**config.mk**
```make
export PLATFORM = sky130hd
export DESIGN_NAME = gpio_port
export DESIGN_NICKNAME = d
export VERILOG_FILES = /design/src/rtl/gpio_pkg.sv /design/src/rtl/gpio_ctrl_regs.sv /design/src/rtl/gpio_pad_ctl.sv /design/src/rtl/gpio_in_sync.sv /design/src/rtl/gpio_port.sv
export SDC_FILE = /design/constraint.sdc
export NUM_CORES = 1
export LEC_CHECK = 0
export BUFFER_PORTS_ARGS = -buffer_cell sky130_fd_sc_hd__buf_2
export CORE_ASPECT_RATIO = 0.5
export CORE_MARGIN = 8
export CORE_UTILIZATION = 41
export CTS_BUF_LIST = sky130_fd_sc_hd__clkbuf_4 sky130_fd_sc_hd__clkbuf_8 sky130_fd_sc_hd__clkbuf_16
export DETAILED_ROUTE_END_ITERATION = 6
export PLACE_DENSITY = 0.72
export SETUP_SLACK_MARGIN = 0.2
export SLEW_MARGIN = 25
export SYNTH_ARGS = -nofsm -noshare
export SYNTH_HDL_FRONTEND = slang
export SYNTH_SLANG_ARGS = --single-unit
```
**constraint.sdc**
```tcl
create_clock -name clk -period 0.8 [get_ports clk]
set_input_delay 0.08 -clock clk [delete_from_list [all_inputs] [get_ports clk]]
set_output_delay 0.08 -clock clk [all_outputs]
set_load 0.05 [all_outputs]
```
**src/rtl/gpio_pkg.sv**
```systemverilog
package gpio_pkg;

  typedef enum logic [1:0] {
    SEL_DIR  = 2'd0,
    SEL_OUT  = 2'd1,
    SEL_PIN  = 2'd2,
    SEL_NONE = 2'd3
  } gpio_sel_e;

  localparam int SEL_W = 2;

endpackage

```
**src/rtl/gpio_ctrl_regs.sv**
```systemverilog
module gpio_ctrl_regs #(
  parameter int WIDTH = 8
) (
  input  logic                 clk,
  input  logic                 rst_n,
  input  logic                 wr_en_i,
  input  gpio_pkg::gpio_sel_e  sel_i,
  input  logic [WIDTH-1:0]     wdata_i,
  output logic [WIDTH-1:0]     dir_o,
  output logic [WIDTH-1:0]     out_o
);
  import gpio_pkg::*;

  logic [WIDTH-1:0] dir_q, dir_d;
  logic [WIDTH-1:0] out_q, out_d;
  logic             dir_ce, out_ce;

  // next-state
  always_comb begin
    dir_ce = wr_en_i && (sel_i == SEL_DIR);
    out_ce = wr_en_i && (sel_i == SEL_OUT);
    dir_d  = dir_ce ? wdata_i : dir_q;
    out_d  = out_ce ? wdata_i : out_q;
  end

  // registers
  always_ff @(posedge clk or negedge rst_n) begin
    if (!rst_n) begin
      dir_q <= '0;
      out_q <= '0;
    end else begin
      if (dir_ce) dir_q <= dir_d;
      if (out_ce) out_q <= out_d;
    end
  end

  assign dir_o = dir_q;
  assign out_o = out_q;

  a_r3_pin_write_ignored: assert property (@(posedge clk) disable iff (!rst_n)
    (wr_en_i && (sel_i == SEL_PIN || sel_i == SEL_NONE)) |=> ($stable(dir_o) && $stable(out_o)));

  a_r2_dir_holds_without_write: assert property (@(posedge clk) disable iff (!rst_n)
    !(wr_en_i && sel_i == SEL_DIR) |=> $stable(dir_o));

  a_r2_out_holds_without_write: assert property (@(posedge clk) disable iff (!rst_n)
    !(wr_en_i && sel_i == SEL_OUT) |=> $stable(out_o));

endmodule

```
**src/rtl/gpio_pad_ctl.sv**
```systemverilog
module gpio_pad_ctl #(
  parameter int WIDTH = 8
) (
  input  logic [WIDTH-1:0] dir_i,
  input  logic [WIDTH-1:0] out_i,
  input  logic             pud_i,
  output logic [WIDTH-1:0] oe_o,
  output logic [WIDTH-1:0] val_o,
  output logic [WIDTH-1:0] pu_o
);

  for (genvar g = 0; g < WIDTH; g++) begin : g_pin
    logic pu_req;
    // pull-up only when the pin is an input, its output bit asks for it,
    // and the global disable is clear
    assign pu_req   = ~dir_i[g] & out_i[g];
    assign oe_o[g]  = dir_i[g];
    assign val_o[g] = out_i[g];
    assign pu_o[g]  = pu_req & ~pud_i;
  end

endmodule

```
**src/rtl/gpio_in_sync.sv**
```systemverilog
module gpio_in_sync #(
  parameter int WIDTH = 8
) (
  input  logic             clk,
  input  logic             rst_n,
  input  logic [WIDTH-1:0] pad_i,
  output logic [WIDTH-1:0] pin_o
);

  // Stage 1: high-transparent latch. The rising-edge stage only ever sees its
  // closed value, so it is modelled by its closing (falling) edge capture.
  logic [WIDTH-1:0] hold_q;
  logic [WIDTH-1:0] pin_q;

  always_ff @(negedge clk or negedge rst_n) begin
    if (!rst_n) hold_q <= '0;
    else        hold_q <= pad_i;
  end

  // Stage 2: pin-value register
  always_ff @(posedge clk or negedge rst_n) begin
    if (!rst_n) pin_q <= '0;
    else        pin_q <= hold_q;
  end

  assign pin_o = pin_q;

  a_r8_pin_tracks_capture: assert property (@(posedge clk) disable iff (!rst_n)
    $stable(hold_q) |=> $stable(pin_o));

endmodule

```
**src/rtl/gpio_port.sv**
```systemverilog
module gpio_port #(
  parameter int WIDTH = 8
) (
  input  logic             clk,
  input  logic             rst_n,
  input  logic             pud_i,
  input  logic [1:0]       sel_i,
  input  logic             wr_en_i,
  input  logic [WIDTH-1:0] wdata_i,
  output logic [WIDTH-1:0] rdata_o,
  input  logic [WIDTH-1:0] pad_i,
  output logic [WIDTH-1:0] pad_oe_o,
  output logic [WIDTH-1:0] pad_out_o,
  output logic [WIDTH-1:0] pad_pu_o
);
  import gpio_pkg::*;

  gpio_sel_e        sel;
  logic [WIDTH-1:0] dir_w, out_w, pin_w;

  assign sel = gpio_sel_e'(sel_i);

  gpio_ctrl_regs #(.WIDTH(WIDTH)) u_regs (
    .clk     (clk),
    .rst_n   (rst_n),
    .wr_en_i (wr_en_i),
    .sel_i   (sel),
    .wdata_i (wdata_i),
    .dir_o   (dir_w),
    .out_o   (out_w)
  );

  gpio_pad_ctl #(.WIDTH(WIDTH)) u_pad (
    .dir_i (dir_w),
    .out_i (out_w),
    .pud_i (pud_i),
    .oe_o  (pad_oe_o),
    .val_o (pad_out_o),
    .pu_o  (pad_pu_o)
  );

  gpio_in_sync #(.WIDTH(WIDTH)) u_sync (
    .clk   (clk),
    .rst_n (rst_n),
    .pad_i (pad_i),
    .pin_o (pin_w)
  );

  always_comb begin
    unique case (sel)
      SEL_DIR: rdata_o = dir_w;
      SEL_OUT: rdata_o = out_w;
      SEL_PIN: rdata_o = pin_w;
      default: rdata_o = '0;
    endcase
  end

  a_r4_output_no_pullup: assert property (@(posedge clk) disable iff (!rst_n)
    (pad_oe_o & pad_pu_o) == '0);

  a_r6_disable_kills_pullup: assert property (@(posedge clk) disable iff (!rst_n)
    pud_i |-> (pad_pu_o == '0));

  a_r2_dir_readback: assert property (@(posedge clk) disable iff (!rst_n)
    (sel_i == 2'd0) |-> (rdata_o == pad_oe_o));

  a_r3_unused_reads_zero: assert property (@(posedge clk) disable iff (!rst_n)
    (sel_i == 2'd3) |-> (rdata_o == '0));

endmodule

```
### After elaboration in Yosys (flattened, before gate mapping)

Index checks and enable logic that the tools add are counted.

| storage, ports and cells | value |
|---|---|
| input bits | 22 |
| memories | 0 |
| bits in read-only memories | 0 |
| bits in latches | 0 |
| memory bits (writable) | 0 |
| logic and storage cells | 35 |
| flip-flop bits (word level) | 32 |

| operators by class | value |
|---|---|
| reductions and logical operators | 3 |
| bitwise gates (word level) | 25 |
| equality and inequality tests | 2 |
| shift-type cells | 0 |
| div/mod/pow operators | 0 |
| add/sub/neg operators | 0 |
| order comparisons | 0 |
| multiplexer cells | 1 |
| multipliers | 0 |

Operators by type and width:

| cell | number |
|---|---|
| $pmux W8 S3 | 1 |
| $and A1 B1 Y1 | 16 |
| $not A1 Y1 | 9 |
| $eq A2 B1 Y1 const B | 1 |
| $eq A2 B2 Y1 const B | 1 |
| $logic_and A1 B1 Y1 | 2 |
| $logic_not A2 Y1 | 1 |

### Longest topological paths before layout

Gate-level depths: netlist of run 1.

| logic depth | value |
|---|---|
| word-level depth | 3 |
| mapped depth | 4 |
| depth with buffers taken out | 2 |

### Hierarchy

A second synthesis of run 1 with hierarchy kept.

| second synthesis, totals | value |
|---|---|
| cell total of the unflattened synthesis | 95 |
| area, all modules | 1440.1 µm² |

Modules (own cells, without submodules):

| module | area each (µm²) | sequential area each (µm²) | cells an instance | instances |
|---|---|---|---|---|
| gpio_ctrl_regs | 610.6 | 400.4 | 34 | 1 |
| gpio_in_sync | 400.4 | 400.4 | 16 | 1 |
| gpio_pad_ctl | 231.5 | 0.0 | 25 | 1 |
| gpio_port | 197.7 | 0.0 | 20 | 1 |

==> flow_results.xml, run 1 <==
<?xml version="1.0" encoding="UTF-8"?>
<metrics>
  <group name="pwr">
    <metric name="switching_power" unit="mW">2.35</metric>
    <metric name="clock_power_share" unit="%">21.2</metric>
    <metric name="power_leakage" unit="nW">1.15</metric>
    <metric name="worst_ir_drop_vdd" unit="uV">2060</metric>
    <metric name="pwr_density_cell" unit="mW/mm2">2460</metric>
    <metric name="p_seq_share" unit="%">34.6</metric>
    <metric name="pwr-share-comb" unit="%">44.2</metric>
    <metric name="swShare" unit="%">37.3</metric>
    <metric name="p_int" unit="mW">3.96</metric>
  </group>
  <group name="run">
    <metric name="max_cap_viol_count" unit="">0</metric>
  </group>
  <group name="clock_tree">
    <metric name="cts-buffers-inserted" unit="">5</metric>
    <metric name="clk_pin_slew_worst_paths" unit="ns">0.06</metric>
    <metric name="clock_latency" unit="ns">0.29</metric>
    <metric name="tritoncts" unit="">built</metric>
    <metric name="max_root_sink_buffers" unit="">2</metric>
    <metric name="root_buffer_cell" unit="">clkbuf_8</metric>
    <metric name="cts_max_level" unit="">2</metric>
    <metric name="clock_sinks" unit="">32</metric>
  </group>
  <group name="timing">
    <metric name="report.final.hold_viol_count" unit="">16</metric>
    <metric name="max_clock_freq" unit="GHz">0.807</metric>
    <metric name="slew_violations" unit="">0</metric>
    <metric name="worst-slew-pin-transition" unit="ns">0.443</metric>
    <metric name="setup_viol" unit="">56</metric>
    <metric name="fin_ws" unit="ns">-0.439</metric>
    <metric name="crit_path_time_final" unit="ns">1.24</metric>
    <metric name="post-route-period-util" unit="%">155</metric>
    <metric name="timing.clock.skew" unit="ns">0.00850</metric>
    <metric name="timing.slew.headroom" unit="%">70.5</metric>
    <metric name="rsz0062_at_grt" unit="">true</metric>
    <metric name="holdWs" unit="ns">-0.295</metric>
  </group>
  <group name="routing">
    <metric name="wire_per_inst" unit="um">19.6</metric>
    <metric name="routed_wl" unit="mm">4.08</metric>
    <metric name="vias" unit="">1027</metric>
    <metric name="first_iter_violations" unit="">47</metric>
    <metric name="drt_drc_violations_left" unit="">0</metric>
    <metric name="postRouteAntennaNets" unit="">0</metric>
    <metric name="drt-vias-per-instance" unit="">4.94</metric>
    <metric name="drt_first_pass_iters" unit="">4</metric>
  </group>
  <group name="synthesis">
    <metric name="syn_nets" unit="">101</metric>
    <metric name="yosysSeqAreaShare" unit="%">63.4</metric>
    <metric name="yosys_warnings" unit="">0</metric>
    <metric name="ys_ff_latch" unit="">32</metric>
    <metric name="synth_cells" unit="">79</metric>
    <metric name="syn_avg_cell_area" unit="um2">16.0</metric>
    <metric name="synth_cell_types" unit="">13</metric>
    <metric name="number_of_synthesized_flops_with_an_enable_pin" unit="">0</metric>
    <metric name="synth_top_area_share" unit="%">47.5</metric>
    <metric name="post_synth_most_frequent_cells" unit="">24 x dfrtp_1, 16 x mux2_2</metric>
    <metric name="largest_cells_by_area_after_synthesis" unit="">dfrtp_1 48%, dfrtn_1 16%, mux2_2 14%, mux2i_1 6.3%, o2bb2ai_1 5.5%</metric>
    <metric name="synth-main-ff-cell" unit="">dfrtp_1</metric>
    <metric name="synthMostInstantiatedCell" unit="">dfrtp_1</metric>
    <metric name="synth_largest_area_cell" unit="">dfrtp_1</metric>
    <metric name="asyncSetResetFlopFracSynth" unit="%">100</metric>
    <metric name="mappedNetlistArea" unit="mm2">0.00126</metric>
  </group>
  <group name="placement">
    <metric name="dp_worst_setup_slack" unit="ns">-0.273</metric>
    <metric name="dpl.cell_count" unit="">186</metric>
    <metric name="port_buffers" unit="">53</metric>
    <metric name="place_hpwl" unit="mm">2.51</metric>
    <metric name="routabilityCongestion" unit="">0.676</metric>
  </group>
  <group name="final_layout">
    <metric name="postLayoutCoreUtil" unit="%">86.2</metric>
    <metric name="layout.filler_cells" unit="">132</metric>
    <metric name="nets" unit="">189</metric>
    <metric name="layout-area-overhead-vs-synth" unit="%">103</metric>
    <metric name="antenna_cells_inserted" unit="">0</metric>
    <metric name="drive_gt1_share" unit="%">90.5</metric>
    <metric name="final-instance-count-excl-fill" unit="">208</metric>
  </group>
  <group name="floorplan">
    <metric name="horizontal_die_dimension" unit="um">94.5</metric>
    <metric name="die_y" unit="um">55.3</metric>
    <metric name="num_io_pins" unit="">54</metric>
    <metric name="dieArea" unit="mm2">0.00522</metric>
    <metric name="design.core.area" unit="mm2">0.00298</metric>
    <metric name="initial_utilization" unit="%">42.4</metric>
    <metric name="rows" unit="">14</metric>
  </group>
  <group name="global_routing">
    <metric name="global_route_overflow" unit="">0</metric>
    <metric name="global_route_wire_length_before_repair" unit="mm">5.91</metric>
    <metric name="grt_start_max_net_pins" unit="">16</metric>
    <metric name="grt_pass1_vias" unit="">1127</metric>
    <metric name="grt_antenna_before_repair" unit="">0</metric>
    <metric name="grt_use_total" unit="%">14.7</metric>
  </group>
  <group name="critical_path">
    <metric name="critPathArrivalTime" unit="ns">1.16</metric>
    <metric name="cp_data_required_time" unit="ns">0.72</metric>
    <metric name="worst-path-max-fanout" unit="">4</metric>
    <metric name="timing.setup.critical_path_class" unit="">flip-flop to output port</metric>
    <metric name="critical_path.endpoint_type" unit="">output port</metric>
    <metric name="crit_path_start_kind" unit="">flip-flop</metric>
  </group>
  <group name="worst_hold_path">
    <metric name="hold_class" unit="">input pin to async pin</metric>
  </group>
  <group name="run_status">
    <metric name="violations" unit="">negative hold slack, negative setup slack</metric>
    <metric name="outcome" unit="">finished with violations</metric>
  </group>
</metrics>
## cell type report
type	count	area [um2]	share of cell area (%)
clock buffers	8	97.6	3.80
multi-input cells	43	812	31.6
flip-flops and latches	32	821	32.0
well taps	40	50.0	1.95
repair buffers	85	786	30.6
## metal layers
metal	vias up	GRT usage, %	routed length [um]
li1	467	-	-
met1	529	16.6	1660
met2	26	26.1	2170
met3	5	5.65	219
met4	0	1.98	31
met5	-	0	0
## flip-flops by register name (all words and copies together), names as in the netlist
| name | count |
|---|---|
| u_regs.out_o | 8 |
| u_sync.hold_q | 8 |
| u_sync.pin_o | 8 |
| u_regs.dir_o | 8 |
## stage by stage
step	hold slack (ns)	area, um2	setup TNS [ns]	power [mW]
after floorplan	-0.216	1560	-7.53	3.58
after global placement	0.00320	1990	-7.36	4.08
after detailed placement	0.0116	1990	-7.50	4.11
after CTS	-0.289	2430	-11.68	6.06
after global routing	-0.286	2570	-13.72	6.53
final	-0.295	2570	-12.45	6.31
## worst max-delay path: stages, from the launching register on
cell,delay [ns]
dfrtp_2,0.46
mux2i_4,0.19
o2bb2ai_4,0.07
buf_6,0.15
## what timing repair did
action | CTS | global route
resized for setup | 80 | 19
pin swaps | 9 | 3
endpoints found under the hold margin | 10 | 3
setup endpoints to repair | 56 | 56
setup buffers | 9 | 5
## power groups by stage
stage / Clock (mW) / Sequential (mW) / Combinational [mW]
after global routing: 1.43 / 2.21 / 2.89
after global placement: 0 / 2.13 / 1.94
after CTS: 1.35 / 2.14 / 2.56
after detailed placement: 0 / 2.14 / 1.97
final: 1.34 / 2.18 / 2.79
after floorplan: 0 / 2.66 / 0.924
## worst paths after layout
| kind | end | slack, ns | startpoint | cells after the start |
|---|---|---|---|---|
| max reg2reg | u_regs.dir_o[7] | -0.26 | u_regs.dir_o[7] | 3 |
| min reg2reg | u_regs.out_o[4] | 0.60 | u_regs.out_o[4] | 1 |
| max | rdata_o[6] | -0.44 | u_regs.dir_o[6] | 3 |
| min | u_regs.dir_o[6] | -0.29 | rst_n | 1 |
| max in group asynchronous | u_sync.hold_q[3] | 0.52 | rst_n | 1 |
| min in group clk | u_regs.out_o[1] | 0.05 | wdata_i[1] | 2 |
## cell families (layout without fill, tap and decap cells)
family	after synthesis	in the layout	share of synthesized area (%)
flip-flops	32	32	63.4
multiplexers	24	24	20.6
AND/OR/NAND/NOR	11	11	8.32
AO/OA/AOI/OAI	8	8	5.54
buffers and inverters	4	93	2.18
## cell usage in the layout, fill, tap and decap left out, types with 7 or more instances in the layout
master / count
dfrtn_1: 8
mux2_2: 7
buf_6: 32
buf_8: 9
dfrtp_1: 8
mux2i_4: 8
o2bb2ai_4: 8
buf_2: 21
mux2_4: 9
dfrtp_2: 16
nor3b_4: 9
buf_4: 22
Power figures use the tool's default switching activity.
==> run 2, diff against run 1 <==
--- a/config.mk
+++ b/config.mk
@@ -5,13 +5,14 @@
 export SDC_FILE = /design/constraint.sdc
 export NUM_CORES = 1
 export LEC_CHECK = 0
+export ABC_AREA = 1
 export BUFFER_PORTS_ARGS = -buffer_cell sky130_fd_sc_hd__buf_2
 export CORE_ASPECT_RATIO = 0.5
 export CORE_MARGIN = 8
-export CORE_UTILIZATION = 41
+export CORE_UTILIZATION = 42
 export CTS_BUF_LIST = sky130_fd_sc_hd__clkbuf_4 sky130_fd_sc_hd__clkbuf_8 sky130_fd_sc_hd__clkbuf_16
 export DETAILED_ROUTE_END_ITERATION = 6
-export PLACE_DENSITY = 0.72
+export PLACE_DENSITY = 0.73
 export SETUP_SLACK_MARGIN = 0.2
 export SLEW_MARGIN = 25
 export SYNTH_ARGS = -nofsm -noshare
==> constraint.sdc (replaced) <==
create_clock -name clk -period 1.03 [get_ports clk]
set_input_delay 0.103 -clock clk [delete_from_list [all_inputs] [get_ports clk]]
set_output_delay 0.103 -clock clk [all_outputs]
set_load 0.05 [all_outputs]
==> flow_results.xml, run 2 <==
<?xml version="1.0" encoding="UTF-8"?>
<metrics>
  <group name="clock_tree">
    <metric name="clk_pin_slew_worst_paths" unit="ns">0.06</metric>
    <metric name="clock_sinks" unit="">32</metric>
    <metric name="clock_latency" unit="ns">0.28</metric>
    <metric name="cts_max_level" unit="">2</metric>
    <metric name="max_root_sink_buffers" unit="">2</metric>
    <metric name="root_buffer_cell" unit="">clkbuf_8</metric>
    <metric name="cts-buffers-inserted" unit="">5</metric>
    <metric name="tritoncts" unit="">built</metric>
  </group>
  <group name="placement">
    <metric name="port_buffers" unit="">53</metric>
    <metric name="place_hpwl" unit="mm">2.68</metric>
    <metric name="routabilityCongestion" unit="">0.761</metric>
    <metric name="dpl.cell_count" unit="">230</metric>
  </group>
  <group name="pwr">
    <metric name="p_seq_share" unit="%">35.1</metric>
    <metric name="clock_power_share" unit="%">25.7</metric>
    <metric name="pwr_density_cell" unit="mW/mm2">1820</metric>
    <metric name="total_power_consumption" unit="mW">4.55</metric>
    <metric name="switching_power" unit="mW">1.63</metric>
    <metric name="p_int" unit="mW">2.92</metric>
    <metric name="power_leakage" unit="nW">1.20</metric>
    <metric name="swShare" unit="%">35.8</metric>
    <metric name="worst_ir_drop_vdd" unit="uV">1170</metric>
    <metric name="pwr-share-comb" unit="%">39.2</metric>
  </group>
  <group name="floorplan">
    <metric name="die_y" unit="um">55.9</metric>
    <metric name="initial_utilization" unit="%">44.2</metric>
    <metric name="dieArea" unit="mm2">0.00536</metric>
    <metric name="design.core.area" unit="mm2">0.00303</metric>
    <metric name="num_io_pins" unit="">54</metric>
    <metric name="rows" unit="">14</metric>
    <metric name="horizontal_die_dimension" unit="um">95.9</metric>
  </group>
  <group name="global_routing">
    <metric name="grt_use_total" unit="%">16.2</metric>
    <metric name="grt_pass1_vias" unit="">1288</metric>
    <metric name="global_route_wire_length_before_repair" unit="mm">6.60</metric>
    <metric name="grt_antenna_before_repair" unit="">0</metric>
    <metric name="global_route_overflow" unit="">0</metric>
    <metric name="grt_start_max_net_pins" unit="">25</metric>
  </group>
  <group name="timing">
    <metric name="post-route-period-util" unit="%">120</metric>
    <metric name="max_clock_freq" unit="GHz">0.812</metric>
    <metric name="rsz0062_at_grt" unit="">true</metric>
    <metric name="setup_viol" unit="">27</metric>
    <metric name="slew_violations" unit="">0</metric>
    <metric name="timing.clock.skew" unit="ns">0.0103</metric>
    <metric name="crit_path_time_final" unit="ns">1.23</metric>
    <metric name="timing.slew.headroom" unit="%">70.5</metric>
    <metric name="report.final.hold_viol_count" unit="">0</metric>
    <metric name="fin_ws" unit="ns">-0.202</metric>
    <metric name="worst-slew-pin-transition" unit="ns">0.443</metric>
  </group>
  <group name="routing">
    <metric name="postRouteAntennaNets" unit="">0</metric>
    <metric name="drt_first_pass_iters" unit="">5</metric>
    <metric name="drt-vias-per-instance" unit="">5.17</metric>
    <metric name="routed_wl" unit="mm">4.33</metric>
    <metric name="first_iter_violations" unit="">69</metric>
    <metric name="vias" unit="">1304</metric>
    <metric name="drt_drc_violations_left" unit="">0</metric>
    <metric name="wire_per_inst" unit="um">17.2</metric>
  </group>
  <group name="final_layout">
    <metric name="nets" unit="">233</metric>
    <metric name="drive_gt1_share" unit="%">67.5</metric>
    <metric name="final-instance-count-excl-fill" unit="">252</metric>
    <metric name="area_of_the_multi_input_gates" unit="um2">739</metric>
    <metric name="layout-area-overhead-vs-synth" unit="%">86.5</metric>
    <metric name="layout.filler_cells" unit="">156</metric>
    <metric name="most-common-layout-cells" unit="">32 x nand2_1, 21 x buf_6, 20 x buf_2, 19 x buf_8, 17 x buf_4</metric>
    <metric name="antenna_cells_inserted" unit="">0</metric>
    <metric name="ff_latch_area" unit="um2">821</metric>
    <metric name="layout.cells.most_common" unit="">nand2_1</metric>
  </group>
  <group name="critical_path">
    <metric name="cp_data_required_time" unit="ns">0.93</metric>
    <metric name="critPathArrivalTime" unit="ns">1.13</metric>
    <metric name="timing.setup.critical_path_class" unit="">flip-flop to output port</metric>
    <metric name="worst-path-max-fanout" unit="">4</metric>
    <metric name="critical_path.endpoint_type" unit="">output port</metric>
    <metric name="crit_path_start_kind" unit="">flip-flop</metric>
  </group>
  <group name="synthesis">
    <metric name="synth-main-ff-cell" unit="">dfrtp_1</metric>
    <metric name="synth_cell_types" unit="">15</metric>
    <metric name="largest_cells_by_area_after_synthesis" unit="">dfrtp_1 45%, dfrtn_1 15%, nand2_1 11%, nand3_1 11%, nor3b_1 4.5%</metric>
    <metric name="syn_nets" unit="">155</metric>
    <metric name="area_fraction_in_and_or_nand_and_nor_cells_after_synthesis" unit="%">34.8</metric>
    <metric name="post_synth_most_frequent_cells" unit="">40 x nand2_1, 30 x nand3_1, 24 x dfrtp_1</metric>
    <metric name="yosysSeqAreaShare" unit="%">59.8</metric>
    <metric name="yosys_warnings" unit="">0</metric>
    <metric name="synth_cells" unit="">133</metric>
    <metric name="mappedNetlistArea" unit="mm2">0.00134</metric>
    <metric name="number_of_synthesized_flops_with_an_enable_pin" unit="">0</metric>
    <metric name="synth_largest_area_cell" unit="">dfrtp_1</metric>
    <metric name="synth_compound_area_share" unit="%">0</metric>
    <metric name="synth_top_area_share" unit="%">44.8</metric>
    <metric name="post_synth_mux_area_share" unit="%">0</metric>
    <metric name="asyncSetResetFlopFracSynth" unit="%">100</metric>
    <metric name="synth_xor_xnor_area_share" unit="%">0</metric>
    <metric name="syn_avg_cell_area" unit="um2">10.1</metric>
    <metric name="synth-adder-area-share" unit="%">0</metric>
    <metric name="synthMostInstantiatedCell" unit="">nand2_1</metric>
    <metric name="ys_ff_latch" unit="">32</metric>
    <metric name="combinational_family_with_the_most_area_after_synthesis" unit="">simple AND/OR/NAND/NOR gates</metric>
  </group>
  <group name="run_status">
    <metric name="violations" unit="">negative setup slack</metric>
    <metric name="outcome" unit="">finished with violations</metric>
  </group>
  <group name="worst_hold_path">
    <metric name="hold_class" unit="">input pin to flip-flop</metric>
  </group>
  <group name="run">
    <metric name="max_cap_viol_count" unit="">0</metric>
  </group>
</metrics>
## run 2: cell types whose count changed in the layout (fill, tap and decap cells not counted), moves of 7 or more
cell,previous run,this run
buf_6,32,21
buf_8,9,19
mux2_2,7,0
mux2_4,9,0
mux2i_4,8,0
nand2_1,0,32
nand2_2,0,9
nand3_1,0,11
nand3_2,0,13
nand3_4,0,9
nand4_1,0,8
o2bb2ai_4,8,0
## run 2: logic make-up (layout without fill, tap and decap cells)
kind of cell,count (synthesis),in the layout
flip-flops,32,32
AND/OR/NAND/NOR,91,91
buffers and inverters,10,89
## run 2: layer usage
layer  global-route usage, %  vias to the layer above  wire (um)
li1                        -                      608          -
met2                    24.1                       46       2080
met3                    5.92                       10        314
met1                    20.1                      640       1820
met5                       0                        -          0
met4                    7.81                        0        102
## run 2: worst max-delay path, stage by stage, from the launching register on
cell and delay (ns):
dfrtp_2 0.46, nor3b_4 0.22, buf_6 0.18
## run 2: final cells by class
cell class                 instances  area share [%]
inverter                           2           0.401
timing repair buffer              79            30.7
clock inverter                     2            1.40
tap                               40            2.00
sequential                        32            32.8
clock buffer                       6            3.05
multi-input combinational         91            29.6
## run 2: timing repair
action,CTS,global route
hold buffers,1,0
endpoints found under the setup margin,40,58
pin swaps,14,5
endpoints found under the hold margin,24,0
buffers inserted,2,11
gates resized for setup,80,25
## run 2: stage by stage
stage	area [um2]	setup TNS, ns	setup slack [ns]	hold WS (ns)	util (%)
floorplan	1570	-1.13	-0.141	-0.193	-
global route	2500	-4.21	-0.253	0.0753	82.5
CTS	2320	-2.46	-0.179	0.0705	76.7
detailed placement	1910	-0.764	-0.126	0.271	63.1
global placement	1910	-0.645	-0.0933	0.268	63.1
finish	2500	-3.14	-0.202	0.0778	82.5
## run 2: final timing paths
kind,from,to,slack (ns),cells after the start
setup / recovery,u_regs.dir_o[7],pad_pu_o[7],-0.20,2
hold / removal,wdata_i[6],u_regs.dir_o[6],0.08,3
setup reg to reg,u_sync.hold_q[3],u_sync.pin_o[3],0.06,0
hold reg to reg,u_regs.out_o[1],u_regs.out_o[1],0.54,2
max in group asynchronous,rst_n,u_sync.hold_q[1],0.26,2
min in group asynchronous,rst_n,u_regs.out_o[3],0.42,3
## run 2: power by group through the flow
stage	Clock, mW	Sequential (mW)	Combinational, mW
after global placement	0	1.58	1.24
after detailed placement	0	1.58	1.26
after floorplan	0	1.92	0.594
after CTS	1.19	1.59	1.54
after global routing	1.28	1.61	1.86
final	1.17	1.60	1.78
==> run 3, diff against run 2 <==
--- a/config.mk
+++ b/config.mk
@@ -9,12 +9,13 @@
 export BUFFER_PORTS_ARGS = -buffer_cell sky130_fd_sc_hd__buf_2
 export CORE_ASPECT_RATIO = 0.5
 export CORE_MARGIN = 8
-export CORE_UTILIZATION = 42
+export CORE_UTILIZATION = 44
 export CTS_BUF_LIST = sky130_fd_sc_hd__clkbuf_4 sky130_fd_sc_hd__clkbuf_8 sky130_fd_sc_hd__clkbuf_16
 export DETAILED_ROUTE_END_ITERATION = 6
-export PLACE_DENSITY = 0.73
+export PLACE_DENSITY = 0.74
 export SETUP_SLACK_MARGIN = 0.2
 export SLEW_MARGIN = 25
 export SYNTH_ARGS = -nofsm -noshare
 export SYNTH_HDL_FRONTEND = slang
+export SYNTH_HIERARCHICAL = 1
 export SYNTH_SLANG_ARGS = --single-unit
==> flow_results.xml, run 3 <==
<?xml version="1.0" encoding="UTF-8"?>
<metrics>
  <group name="critical_path">
    <metric name="critical_path.reg2reg.startpoint" unit="">u_sync/hold_q[6]</metric>
    <metric name="reg2reg_setup_slack" unit="ns">0.05</metric>
    <metric name="worst-path-max-fanout" unit="">3</metric>
    <metric name="critPathArrivalTime" unit="ns">1.12</metric>
    <metric name="r2r.worst_path.cells" unit="">0</metric>
    <metric name="crit_path_start_kind" unit="">flip-flop</metric>
    <metric name="critical_path.endpoint_type" unit="">output port</metric>
    <metric name="reg2reg_to" unit="">u_sync/pin_o[6]</metric>
    <metric name="timing.critical_path.from" unit="">u_regs/dir_o[3]</metric>
    <metric name="cp_data_required_time" unit="ns">0.93</metric>
    <metric name="timing.setup.critical_path_class" unit="">flip-flop to output port</metric>
  </group>
  <group name="clock_tree">
    <metric name="clock_sinks" unit="">32</metric>
    <metric name="clock_latency" unit="ns">0.28</metric>
    <metric name="cts-buffers-inserted" unit="">5</metric>
    <metric name="clk_pin_slew_worst_paths" unit="ns">0.07</metric>
    <metric name="cts_max_level" unit="">2</metric>
    <metric name="max_root_sink_buffers" unit="">2</metric>
    <metric name="tritoncts" unit="">built</metric>
    <metric name="root_buffer_cell" unit="">clkbuf_8</metric>
  </group>
  <group name="floorplan">
    <metric name="initial_utilization" unit="%">44.8</metric>
    <metric name="horizontal_die_dimension" unit="um">98.7</metric>
    <metric name="rows" unit="">15</metric>
    <metric name="design.core.area" unit="mm2">0.00336</metric>
    <metric name="num_io_pins" unit="">54</metric>
    <metric name="die_y" unit="um">57.4</metric>
    <metric name="dieArea" unit="mm2">0.00566</metric>
  </group>
  <group name="synthesis">
    <metric name="yosysSeqAreaShare" unit="%">53.2</metric>
    <metric name="synthMostInstantiatedCell" unit="">nand2_1</metric>
    <metric name="syn_avg_cell_area" unit="um2">9.12</metric>
    <metric name="synth_cell_types" unit="">16</metric>
    <metric name="mappedNetlistArea" unit="mm2">0.00151</metric>
    <metric name="yosys_warnings" unit="">6</metric>
    <metric name="synth_top_area_share" unit="%">39.9</metric>
    <metric name="synth_largest_area_cell" unit="">dfrtp_1</metric>
    <metric name="synth-main-ff-cell" unit="">dfrtp_1</metric>
    <metric name="post_synth_most_frequent_cells" unit="">48 x nand2_1, 32 x nand3_1, 24 x dfrtp_1</metric>
    <metric name="asyncSetResetFlopFracSynth" unit="%">100</metric>
    <metric name="number_of_synthesized_flops_with_an_enable_pin" unit="">0</metric>
    <metric name="synth_cells" unit="">165</metric>
    <metric name="syn_nets" unit="">187</metric>
    <metric name="largest_cells_by_area_after_synthesis" unit="">dfrtp_1 40%, dfrtn_1 13%, nand2_1 12%, nand3_1 11%, buf_4 8.5%</metric>
    <metric name="ys_ff_latch" unit="">32</metric>
  </group>
  <group name="routing">
    <metric name="wire_per_inst" unit="um">16.5</metric>
    <metric name="routed_wl" unit="mm">4.26</metric>
    <metric name="drt_drc_violations_left" unit="">0</metric>
    <metric name="vias" unit="">1301</metric>
    <metric name="first_iter_violations" unit="">116</metric>
    <metric name="drt_first_pass_iters" unit="">4</metric>
    <metric name="postRouteAntennaNets" unit="">0</metric>
    <metric name="drt-vias-per-instance" unit="">5.04</metric>
  </group>
  <group name="global_routing">
    <metric name="grt_pass1_vias" unit="">1318</metric>
    <metric name="grt_start_max_net_pins" unit="">25</metric>
    <metric name="global_route_overflow" unit="">0</metric>
    <metric name="grt_antenna_before_repair" unit="">0</metric>
    <metric name="grt_use_total" unit="%">14.8</metric>
    <metric name="global_route_wire_length_before_repair" unit="mm">6.55</metric>
  </group>
  <group name="timing">
    <metric name="crit_path_time_final" unit="ns">1.22</metric>
    <metric name="setup_viol" unit="">21</metric>
    <metric name="fin_ws" unit="ns">-0.192</metric>
    <metric name="report.final.hold_viol_count" unit="">0</metric>
    <metric name="max_clock_freq" unit="GHz">0.818</metric>
    <metric name="rsz0062_at_grt" unit="">true</metric>
    <metric name="post-route-period-util" unit="%">119</metric>
    <metric name="timing.slew.headroom" unit="%">78.5</metric>
    <metric name="worst-slew-pin-transition" unit="ns">0.322</metric>
    <metric name="timing.clock.skew" unit="ns">0.0109</metric>
    <metric name="slew_violations" unit="">0</metric>
  </group>
  <group name="placement">
    <metric name="port_buffers" unit="">53</metric>
    <metric name="place_hpwl" unit="mm">2.77</metric>
    <metric name="routabilityCongestion" unit="">0.776</metric>
  </group>
  <group name="final_layout">
    <metric name="antenna_cells_inserted" unit="">0</metric>
    <metric name="layout.cells.most_common" unit="">nand2_1</metric>
    <metric name="layout-area-overhead-vs-synth" unit="%">57.6</metric>
    <metric name="most-common-layout-cells" unit="">35 x nand2_1, 19 x buf_2, 17 x buf_6, 17 x dfrtp_1</metric>
    <metric name="postLayoutCoreUtil" unit="%">70.6</metric>
    <metric name="drive_gt1_share" unit="%">59.3</metric>
    <metric name="nets" unit="">237</metric>
  </group>
  <group name="worst_hold_path">
    <metric name="whs_path_depth" unit="">3</metric>
    <metric name="hold_path_end" unit="">u_regs/dir_o[4]</metric>
    <metric name="hold_class" unit="">input pin to flip-flop</metric>
    <metric name="timing.hold.worst.start" unit="">wdata_i[4]</metric>
  </group>
  <group name="pwr">
    <metric name="total_power_consumption" unit="mW">4.43</metric>
    <metric name="p_int" unit="mW">2.75</metric>
    <metric name="swShare" unit="%">37.8</metric>
    <metric name="pwr-share-comb" unit="%">37.3</metric>
    <metric name="switching_power" unit="mW">1.67</metric>
    <metric name="p_seq_share" unit="%">35.3</metric>
    <metric name="pwr_density_cell" unit="mW/mm2">1870</metric>
    <metric name="worst_ir_drop_vdd" unit="uV">808</metric>
    <metric name="clock_power_share" unit="%">27.4</metric>
    <metric name="power_leakage" unit="nW">1.16</metric>
  </group>
  <group name="run_status">
    <metric name="outcome" unit="">finished with violations</metric>
    <metric name="violations" unit="">negative setup slack</metric>
  </group>
  <group name="run">
    <metric name="max_cap_viol_count" unit="">0</metric>
  </group>
</metrics>
## run 3: cell types whose count changed after synthesis, sizes merged
cell	before	now
buf	7	21
inv	2	11
nor2	1	10
nand2	41	49
nor3b	8	0
## run 3: logic make-up after synthesis
logic type             Yosys count  synth area share (%)
and+or+nand+nor                100                  31.9
buffers and inverters           33                  14.9
DFF                             32                  53.2
## run 3: power groups by stage
stage	Sequential (mW)	Combinational [mW]	Clock [mW]
after global routing	1.58	1.72	1.29
after CTS	1.53	1.50	1.21
final	1.56	1.65	1.21
after floorplan	1.50	1.13	0
after detailed placement	1.53	1.27	0
after global placement	1.52	1.25	0
## run 3: final cells by class
class	count	area, um2
Clock buffer	6	76.3
Multi-Input combinational cell	100	731
Sequential cell	32	810
Fill cell	245	987
Tap cell	42	52.6
Inverter	11	43.8
Clock inverter	2	35.0
Timing Repair Buffer	65	624
## run 3: critical path, cell delays in order (launching register included)
cell and delay, ns:
dfrtp_1 0.43, inv_2 0.09, nand2_2 0.07, nor2_4 0.10, buf_8 0.15
## run 3: worst max path at each step
stage	to	slack (ns)
after global placement	rdata_o[7]	-0.11
after CTS	pad_pu_o[5]	-0.15
after detailed placement	rdata_o[7]	-0.14
final	pad_pu_o[3]	-0.19
after floorplan	u_sync/pin_o[0]	0.09
after global routing	pad_pu_o[1]	-0.23
## run 3: repair_timing
action                                  in CTS  in global routing
endpoints found under the hold margin       24                  0
buffers inserted                             1                  4
pin swaps                                    5                  6
hold buffers                                 1                  0
gates resized for setup                     70                 48
endpoints found under the setup margin      40                 86
## run 3: metal layers
layer | wire length, um | GRT usage, % | vias to the layer above
met1 | 1800 | 17.2 | 627
li1 | - | - | 620
met4 | 21 | 6.70 | 0
met5 | 0 | 0 | -
met3 | 289 | 5.45 | 4
met2 | 2150 | 24.2 | 50
## run 3: metrics by stage
step	setup TNS, ns	area, um2	hold WS [ns]	worst slack (ns)	cells
global route	-3.68	2370	0.0869	-0.230	258
floorplan	0	1670	-0.193	0.0931	165
global placement	-0.960	1860	0.272	-0.113	244
finish	-2.65	2370	0.0736	-0.192	258
CTS	-2.50	2220	0.0713	-0.154	254
detailed placement	-1.30	1860	0.289	-0.139	244
